$ cat src/rtl/fsq_pkg.sv
package fsq_pkg;

  typedef enum logic [3:0] {
    K_PLAIN, K_FILLER, K_SKIP, K_BRL, K_BRC,
    K_JMP,   K_CALL,   K_MOVE, K_LDPTR
  } kind_t;

  // Opcode classification of a word seen in first-word position.
  function automatic kind_t classify(input logic [15:0] w);
    kind_t k;
    if      (w[15:12] == 4'hF)        k = K_FILLER;
    else if (w[15:8]  == 8'hEF)       k = K_JMP;
    else if (w[15:9]  == 7'b1110110)  k = K_CALL;
    else if (w[15:8]  == 8'hEE)       k = K_LDPTR;
    else if (w[15:11] == 5'b11100)    k = K_BRC;
    else if (w[15:11] == 5'b11010)    k = K_BRL;
    else if (w[15:12] == 4'hC)        k = K_MOVE;
    else if (w[15:9]  == 7'b0110011)  k = K_SKIP;
    else                              k = K_PLAIN;
    return k;
  endfunction

  function automatic logic is_pair(input kind_t k);
    return (k == K_JMP) || (k == K_CALL) || (k == K_MOVE) || (k == K_LDPTR);
  endfunction

  function automatic logic is_abs(input kind_t k);
    return (k == K_JMP) || (k == K_CALL);
  endfunction

endpackage

$ cat src/rtl/fsq_decode.sv
module fsq_decode
  import fsq_pkg::*;
#(
  parameter int IW    = 16,
  parameter int OFF_W = 11
) (
  input  logic [IW-1:0]           word,
  output kind_t                   kind,
  output logic                    pair,
  output logic                    abs_jump,
  output logic signed [OFF_W-1:0] off
);

  localparam int SHORT_W = 8;

  always_comb begin
    kind     = classify(word);
    pair     = is_pair(kind);
    abs_jump = is_abs(kind);
    if (kind == K_BRC)
      off = OFF_W'(signed'(word[SHORT_W-1:0]));
    else
      off = signed'(word[OFF_W-1:0]);
  end

endmodule

$ cat src/rtl/fsq_pc.sv
module fsq_pc #(
  parameter int PC_W  = 21,
  parameter int LIT_W = 12,
  parameter int OFF_W = 11
) (
  input  logic                    clk,
  input  logic                    rst_n,
  input  logic                    take_abs,
  input  logic                    take_rel,
  input  logic [LIT_W-1:0]        abs_hi,
  input  logic [7:0]              abs_lo,
  input  logic [PC_W-1:0]         rel_base,
  input  logic signed [OFF_W-1:0] rel_off,
  output logic [PC_W-1:0]         pc_q
);

  localparam int WA_W = PC_W - 1;

  // Absolute target: word address split across both words, scaled to bytes.
  function automatic logic [PC_W-1:0] abs_target(input logic [LIT_W-1:0] hi,
                                                  input logic [7:0] lo);
    logic [WA_W-1:0] wa;
    wa = WA_W'({hi, lo});
    return {wa, 1'b0};
  endfunction

  // Relative target: next instruction address plus twice the word offset.
  function automatic logic [PC_W-1:0] rel_target(input logic [PC_W-1:0] base,
                                                  input logic signed [OFF_W-1:0] o);
    logic [PC_W-1:0] ext;
    ext = PC_W'(o);
    return base + PC_W'(2) + {ext[PC_W-2:0], 1'b0};
  endfunction

  logic [PC_W-1:0] tgt;

  always_comb begin
    if (take_abs) tgt = abs_target(abs_hi, abs_lo);
    else          tgt = rel_target(rel_base, rel_off);
  end

  always_ff @(posedge clk) begin
    if (!rst_n)                   pc_q <= '0;
    else if (take_abs || take_rel) pc_q <= tgt;
    else                          pc_q <= pc_q + PC_W'(2);
  end

endmodule

$ cat src/rtl/fsq_fetch_seq.sv
module fsq_fetch_seq
  import fsq_pkg::*;
#(
  parameter int PC_W  = 21,
  parameter int IW    = 16,
  parameter int LIT_W = 12,
  parameter int OFF_W = 11
) (
  input  logic              clk,
  input  logic              rst_n,
  output logic [PC_W-2:0]   imem_addr,
  input  logic [IW-1:0]     imem_rdata,
  input  logic              skip_cond,
  input  logic              br_taken,
  output logic              ex_valid,
  output logic              ex_nop,
  output logic              ex_two,
  output logic [IW-1:0]     ex_word,
  output logic [LIT_W-1:0]  ex_lit,
  output logic [PC_W-1:0]   ex_pc
);

  logic [PC_W-1:0]         pc_q;
  logic [PC_W-1:0]         fetch_pc;
  logic                    fetch_vld;
  logic                    ext_pending;
  logic                    kill_next;
  logic [IW-1:0]           hold_word;
  logic [PC_W-1:0]         hold_pc;
  logic                    hold_abs;

  kind_t                   kind;
  logic                    pair;
  logic                    abs_jump;
  logic signed [OFF_W-1:0] off;

  // Named events for the checker.
  logic live, start_pair, take_skip, take_rel, take_abs, redirect;

  fsq_decode #(.IW(IW), .OFF_W(OFF_W)) u_dec (
    .word     (imem_rdata),
    .kind     (kind),
    .pair     (pair),
    .abs_jump (abs_jump),
    .off      (off)
  );

  always_comb begin
    live       = fetch_vld && !ext_pending && !kill_next;
    start_pair = live && pair;
    take_skip  = live && (kind == K_SKIP) && skip_cond;
    take_rel   = live && ((kind == K_BRL) || ((kind == K_BRC) && br_taken));
    take_abs   = fetch_vld && ext_pending && hold_abs;
    redirect   = take_rel || take_abs;
  end

  fsq_pc #(.PC_W(PC_W), .LIT_W(LIT_W), .OFF_W(OFF_W)) u_pc (
    .clk      (clk),
    .rst_n    (rst_n),
    .take_abs (take_abs),
    .take_rel (take_rel),
    .abs_hi   (imem_rdata[LIT_W-1:0]),
    .abs_lo   (hold_word[7:0]),
    .rel_base (fetch_pc),
    .rel_off  (off),
    .pc_q     (pc_q)
  );

  assign imem_addr = pc_q[PC_W-1:1];

  // Fetch tracking and sequencing state.
  always_ff @(posedge clk) begin
    if (!rst_n) begin
      fetch_vld   <= 1'b0;
      fetch_pc    <= '0;
      ext_pending <= 1'b0;
      kill_next   <= 1'b0;
      hold_word   <= '0;
      hold_pc     <= '0;
      hold_abs    <= 1'b0;
    end else begin
      fetch_vld   <= !redirect;
      fetch_pc    <= pc_q;
      ext_pending <= start_pair;
      kill_next   <= take_skip;
      if (start_pair) begin
        hold_word <= imem_rdata;
        hold_pc   <= fetch_pc;
        hold_abs  <= abs_jump;
      end
    end
  end

  // Registered issue port.
  always_ff @(posedge clk) begin
    if (!rst_n) begin
      ex_valid <= 1'b0;
      ex_nop   <= 1'b0;
      ex_two   <= 1'b0;
      ex_word  <= '0;
      ex_lit   <= '0;
      ex_pc    <= '0;
    end else if (fetch_vld && ext_pending) begin
      ex_valid <= 1'b1;
      ex_nop   <= 1'b0;
      ex_two   <= 1'b1;
      ex_word  <= hold_word;
      ex_lit   <= imem_rdata[LIT_W-1:0];
      ex_pc    <= hold_pc;
    end else if (fetch_vld && !start_pair) begin
      ex_valid <= 1'b1;
      ex_nop   <= kill_next || (kind == K_FILLER);
      ex_two   <= 1'b0;
      ex_word  <= imem_rdata;
      ex_lit   <= '0;
      ex_pc    <= fetch_pc;
    end else begin
      ex_valid <= 1'b0;
      ex_nop   <= 1'b0;
      ex_two   <= 1'b0;
      ex_word  <= '0;
      ex_lit   <= '0;
      ex_pc    <= '0;
    end
  end

endmodule

$ cat config.mk
export PLATFORM = sky130hd
export DESIGN_NAME = fsq_fetch_seq
export DESIGN_NICKNAME = d
export VERILOG_FILES = /design/src/rtl/fsq_pkg.sv /design/src/rtl/fsq_decode.sv /design/src/rtl/fsq_pc.sv /design/src/rtl/fsq_fetch_seq.sv
export SDC_FILE = /design/constraint.sdc
export NUM_CORES = 1
export LEC_CHECK = 0
export BUFFER_PORTS_ARGS = -buffer_cell sky130_fd_sc_hd__buf_2
export CAP_MARGIN = 30
export CORE_MARGIN = 4
export CORE_UTILIZATION = 49
export CTS_BUF_LIST = sky130_fd_sc_hd__clkbuf_4
export CTS_CLUSTER_SIZE = 14
export DETAILED_ROUTE_END_ITERATION = 16
export PLACE_DENSITY = 0.67
export SLEW_MARGIN = 20
export SYNTH_ARGS = -nofsm -noshare
export SYNTH_HDL_FRONTEND = slang
export SYNTH_SLANG_ARGS = --single-unit
export TNS_END_PERCENT = 20
$ cat constraint.sdc
create_clock -name clk -period 3.66 [get_ports clk]
set_input_delay 0.183 -clock clk [delete_from_list [all_inputs] [get_ports clk]]
set_output_delay 0.183 -clock clk [all_outputs]
set_load 0.05 [all_outputs]
# Yosys cells after proc, flatten, opt, wreduce, memory -nomap -nowiden

Index checks and enable logic that the tools add are counted.

$add $sub $neg: 3
Equal/unequal tests: 16
Mux-type cells: 18
Bitwise logic cells: 2
Reduce and logical (&&, ||, !) cells: 22

Operators by type and width:

| operator                                       | count |
|---|---|
| two-way mux 21 bit                             | 4 |
| adder 21 x 2 -> 21 bit (second input constant) | 2 |
| two-way mux 16 bit                             | 2 |
| two-way mux 4 bit                              | 7 |
| adder 21 bit                                   | 1 |
| == test 4 x 3 -> 1 bit (second input constant) | 4 |
| == test 8 bit (second input constant)          | 2 |
| == test 4 bit (second input constant)          | 3 |
| two-way mux 11 bit                             | 1 |
| == test 5 bit (second input constant)          | 2 |
| logical AND 1 bit                              | 10 |
| == test 4 x 2 -> 1 bit (second input constant) | 2 |
| == test 7 x 6 -> 1 bit (second input constant) | 1 |
| == test 7 bit (second input constant)          | 1 |
| logical OR 1 bit                               | 6 |
| == test 4 x 1 -> 1 bit (second input constant) | 1 |
| zero test 1 bit                                | 4 |
| two-way mux 1 bit                              | 3 |
| OR reduction 3 bit                             | 1 |
| two-way mux 2 bit                              | 1 |
| inverter 1 bit                                 | 2 |
| AND reduction 2 bit                            | 1 |

Register bits after elaboration: 135
Input port bits: 20
Output and inout port bits: 72
Logic and storage cells: 75

# Logic depth before layout (Yosys ltp)

Depth in word-level cells: 18
Depth in mapped cells: 12
Depth with buffers taken out: 11

# Cells and area by module

Synthesis repeated with hierarchy kept, for this count alone.

Cell total of the unflattened synthesis: 670
Area, all modules: 6261.0 µm²

Modules (own cells, without submodules):

| module        | times used | cells an instance | area each (µm²) | sequential area each (µm²) |
|---|---|---|---|---|
| fsq_fetch_seq | 1          | 343               | 3691.0          | 2282.2 |
| fsq_pc        | 1          | 291               | 2326.0          | 420.4 |
| fsq_decode    | 1          | 36                | 244.0           | 0.0 |

# Worst setup path after synthesis

No wires, ideal clock.

Path kind: input to register
Start point: in imem_rdata[13]
End point: reg u_pc.pc_q[19]
Library setup time: 79 ps
Arrival: 2692 ps
Required time: 3581 ps
Path slack: 889 ps
Stages: 12
Buffers on the path: 1
Cells stage by stage: buf_2 > nor3b_1 > nand3_1 > nand2_1 > ha_1 > ha_1 > a21oi_1 > o21a_1 > and3_1 > a32oi_1 > or4_1 > o211ai_1

Word-level cells in the longest chain between the ends: 15
Elaborated cells on any way between the ends: 26
Classes of those cells: add/sub: 1; eq/ne: 10; mux: 11; reduce/logical: 4

RTL lines:

| element                                                              | line                | source |
|---|---|---|
| from (decl)                                                          | fsq_fetch_seq.sv:12 | `input logic [IW-1:0] imem_rdata,` |
| == test 7 x 6 -> 1 bit                                               | fsq_pkg.sv:18       | `else if (w[15:9] == 7'b0110011) k = K_SKIP;` |
| two-way mux 2 bit                                                    | fsq_pkg.sv:18       |  |
| two-way mux 4 bit                                                    | fsq_pkg.sv:17       | `else if (w[15:12] == 4'hC) k = K_MOVE;` |
| two-way mux 4 bit                                                    | fsq_pkg.sv:16       | `else if (w[15:11] == 5'b11010) k = K_BRL;` |
| two-way mux 4 bit                                                    | fsq_pkg.sv:15       | `else if (w[15:11] == 5'b11100) k = K_BRC;` |
| two-way mux 4 bit                                                    | fsq_pkg.sv:14       | `else if (w[15:8] == 8'hEE) k = K_LDPTR;` |
| two-way mux 4 bit                                                    | fsq_pkg.sv:13       | `else if (w[15:9] == 7'b1110110) k = K_CALL;` |
| two-way mux 4 bit                                                    | fsq_pkg.sv:12       | `else if (w[15:8] == 8'hEF) k = K_JMP;` |
| two-way mux 4 bit *                                                  | fsq_pkg.sv:11       | `if (w[15:12] == 4'hF) k = K_FILLER;` |
| parallel branches: the longest is 5 deep, another holds adder 21 bit | n/a                 |  |
| two-way mux 21 bit *                                                 | fsq_pc.sv:44        | `else if (take_abs \|\| take_rel) pc_q <= tgt;` |
| to (signal assigned)                                                 | fsq_pc.sv:44        |  |
| to (signal assigned)                                                 | fsq_pc.sv:45        | `else pc_q <= pc_q + PC_W'(2);` |
| to (decl)                                                            | fsq_pc.sv:14        | `output logic [PC_W-1:0] pc_q` |

Every way passes the cells marked *.
A chain may end at the register's enable or synchronous reset.

# Worst setup path after layout

Start point: in imem_rdata[11]
End point: reg u_pc.pc_q[19]

Word-level cells in the longest chain between the ends: 15
Elaborated cells on any way between the ends: 24
Classes of those cells: add/sub: 1; eq/ne: 8; mux: 11; reduce/logical: 4

RTL lines:

| element                                                              | line |
|---|---|
| == test 7 x 6 -> 1 bit                                               | fsq_pkg.sv:18 |
| two-way mux 2 bit                                                    | fsq_pkg.sv:18 |
| two-way mux 4 bit                                                    | fsq_pkg.sv:17 |
| two-way mux 4 bit                                                    | fsq_pkg.sv:16 |
| two-way mux 4 bit                                                    | fsq_pkg.sv:15 |
| two-way mux 4 bit                                                    | fsq_pkg.sv:14 |
| two-way mux 4 bit                                                    | fsq_pkg.sv:13 |
| two-way mux 4 bit *                                                  | fsq_pkg.sv:12 |
| two-way mux 4 bit *                                                  | fsq_pkg.sv:11 |
| parallel branches: the longest is 5 deep, another holds adder 21 bit | n/a |
| two-way mux 21 bit *                                                 | fsq_pc.sv:44 |

Marked as above.

==> impl_metrics.csv <==
group,metric,value,unit
outcome,status,"completed",
layout,area_growth,15.3,%
clock_network,cts_root_buffer,"clkbuf_4",
layout,drive_above_1_share,18.3,%
hold_path,min_path_type,"flip-flop to flip-flop",
timing,max_slew_margin,54.5,%
drt,wirelength,15500,µm
place,dp.cells,850,
floorplanning,row_count,40,
global_route,grt_first_pass_wirelength,24800,µm
synth,synth_nets,692,
clock_network,htreeDepth,4,
clock_network,cts_tree,"yes",
synth,synth_cells,633,
power_and_ir_drop,vdd_drop_max,0.000214,V
timing,slew_viol_final,0,
floorplanning,dieHeight,120,µm
clock_network,cts.sinks,135,
floorplanning,die_area,0.0143,mm²
timing,post-route-min-period,3090,ps
synth,syn_area_per_cell,9.65,µm²
critical_path,end_kind,"flip-flop",
flow_run,drv_cap,0,
floorplanning,core,0.0121,mm²
place,gp_congestion,0.882,
timing,fin_worst_skew,17.6,ps
floorplanning,ios,92,
power_and_ir_drop,power,2.83,mW
critical_path,arrival,3560,ps
timing,rsz0062_at_grt,"false",
global_route,grt_max_degree,42,
clock_network,clk_latency,540,ps
floorplanning,chipWidth,120,µm
drt,dr.pass1.iters,5,
layout,nets,779,
critical_path,cp-start-kind,"input port",
global_route,groute.usage.overall,22.1,%
synth,synth_edf_count,0,
timing,max_freq,324,MHz
place,port_buffers,91,
synth,yosys_most_used_dff,"dfxtp_1",
clock_network,clock_path_buffers,2,
layout,fin_cells,900,
drt,initialDrtViolationCount,422,
clock_network,hold_buffers,18,
synth,synth_cell_types,52,
clock_network,cts_repair_resize_count,0,
drt,post_drt_via_cell_ratio,5.42,
critical_path,crit_path_max_fanout,13,
clock_network,post_cts_buffers,0,
global_route,grt_remaining_overflow,0,
clock_network,cts_buffers,17,
synth,yosysWarningCount,0,
synth,ys_seq_elements,135,
timing,setup_violations,0,
layout,n_antenna_cell,0,
synth,syn-cell-area,0.00611,mm²
clock_network,path_clk_slew,120,ps
timing,timing.hold.ws,457,ps
timing,tightest_slew,682,ps
timing,post-route-period-util,84.4,%
critical_path,cp.required,4130,ps
layout,mostFrequentLayoutCells,"dfxtp_1 (135), buf_2 (91), nor2_1 (63)",
synth,synth-async-reset-ratio,0,%
critical_path,critPathKind,"input port to flip-flop",
layout,layout_commonest_cell,"dfxtp_1",
place,dp_hpwl,11300,µm
power_and_ir_drop,cellPowerDensity,402,mW/mm²
timing,hold_viol_final,0,
drt,wl_per_cell,17.2,µm
global_route,antenna_found_initial,0,
floorplanning,initial_utilization,50.4,%
timing,setup_tns,0,ps
synth,ys_seq_area_share,44.2,%
drt,num_vias,4882,
drt,ant_nets,0,
global_route,grt_pass1_vias,4660,
power_and_ir_drop,p_leak,3.35,nW
drt,drc,0,
power breakdown:
part	internal, mW	switching [mW]	leakage [nW]
Sequential	1.49	0.0160	1.09
Combinational	0.0999	0.186	2.09
Clock	0.478	0.563	0.160
cells in the mapped netlist (3+ instances only):
cell type    n  area (µm²)
xor2_1      16         140
mux2i_1     36         360
and2_1      34         213
a211oi_1     5        37.5
buf_2        6        30.0
and3_1       8        50.1
inv_1       13        48.8
a21oi_1     24         120
a22oi_1     13        97.6
nor2b_1     10        62.6
o21a_1       4        30.0
clkbuf_1    22        82.6
ha_1        38         475
nor3b_1      4        30.0
o21ai_0     18        90.1
nor3_1       3        15.0
buf_4       21         158
nor2_1      63         236
o22ai_1      9        56.3
nand2_1     31         116
nand4_1      9        56.3
dfxtp_1    135        2700
and4_1       4        35.0
or4_1        4        30.0
a22o_1      38         333
xnor2_1     13         114
a31oi_1      5        31.3
nand3_1     13        65.1
cell families (layout without fill, tap and decap cells):
kind of cell / count (synthesis) / count (layout) / share of synthesized area, %
buf+inv: 66 / 165 / 5.71
flops: 135 / 135 / 44.2
simple gates: 191 / 191 / 15.9
mux: 36 / 36 / 5.90
compound gates: 137 / 137 / 16.0
xor+xnor: 29 / 29 / 4.16
fa+ha+maj: 39 / 39 / 8.11
final cells by class:
| cell class | count | area (µm²) |
|---|---|---|
| sequential | 135 | 2700 |
| inverter | 14 | 52.6 |
| clock inverter | 14 | 174 |
| tap | 168 | 210 |
| timing repair buffer | 120 | 721 |
| fill | 1116 | 5070 |
| clock buffer | 17 | 128 |
| multi-input combinational | 432 | 3060 |
state kept, by name (all words and copies together), names as in the netlist:
signal / count
ex_word: 16
ex_nop: 1
ext_pending: 1
ex_valid: 1
ex_two: 1
fetch_pc: 21
fetch_vld: 1
hold_pc: 21
hold_abs: 1
hold_word: 16
ex_pc: 21
kill_next: 1
u_pc.pc_q: 21
ex_lit: 12
final timing paths:
| path | start | to | slack (ps) | cells past startpoint |
|---|---|---|---|---|
| worst max-delay path | imem_rdata[11] | u_pc.pc_q[19]$_SDFF_PN0_ | 570 | 13 |
| worst max register to register | fetch_pc[2]$_SDFF_PN0_ | u_pc.pc_q[14]$_SDFF_PN0_ | 900 | 9 |
| worst min-delay path | hold_word[15]$_SDFFE_PN0P_ | hold_word[15]$_SDFFE_PN0P_ | 460 | 2 |
| worst min register to register | hold_word[15]$_SDFFE_PN0P_ | hold_word[15]$_SDFFE_PN0P_ | 460 | 2 |
worst max-delay path: stages:
cell and delay (ps):
dlygate4sd3_1 530, buf_2 200, nor3b_1 300, nand3_1 160, nand2_1 250, ha_1 290, ha_1 340, a21oi_1 310
o21a_1 220, and3_1 160, a32oi_1 100, or4_1 410, o211ai_1 100
layer usage:
| layer | track usage, % | wire length, µm | up-vias |
|---|---|---|---|
| met1 | 30.6 | 7490 | 2284 |
| li1 | - | - | 2420 |
| met2 | 34.3 | 6940 | 165 |
| met3 | 5.28 | 931 | 13 |
| met4 | 6.44 | 167 | 0 |
| met5 | 0 | 0 | - |
through the flow:
step | utilization (%) | setup slack (ps) | instance area (µm²)
after global routing | 58.2 | 296 | 7050
final | 58.2 | 570 | 7050
after floorplan | - | 889 | 6110
after detailed placement | 54.1 | 623 | 6550
after CTS | 58.1 | 641 | 7040
after global placement | 54.1 | 691 | 6550
No activity file was read; power rests on OpenSTA's default activity.
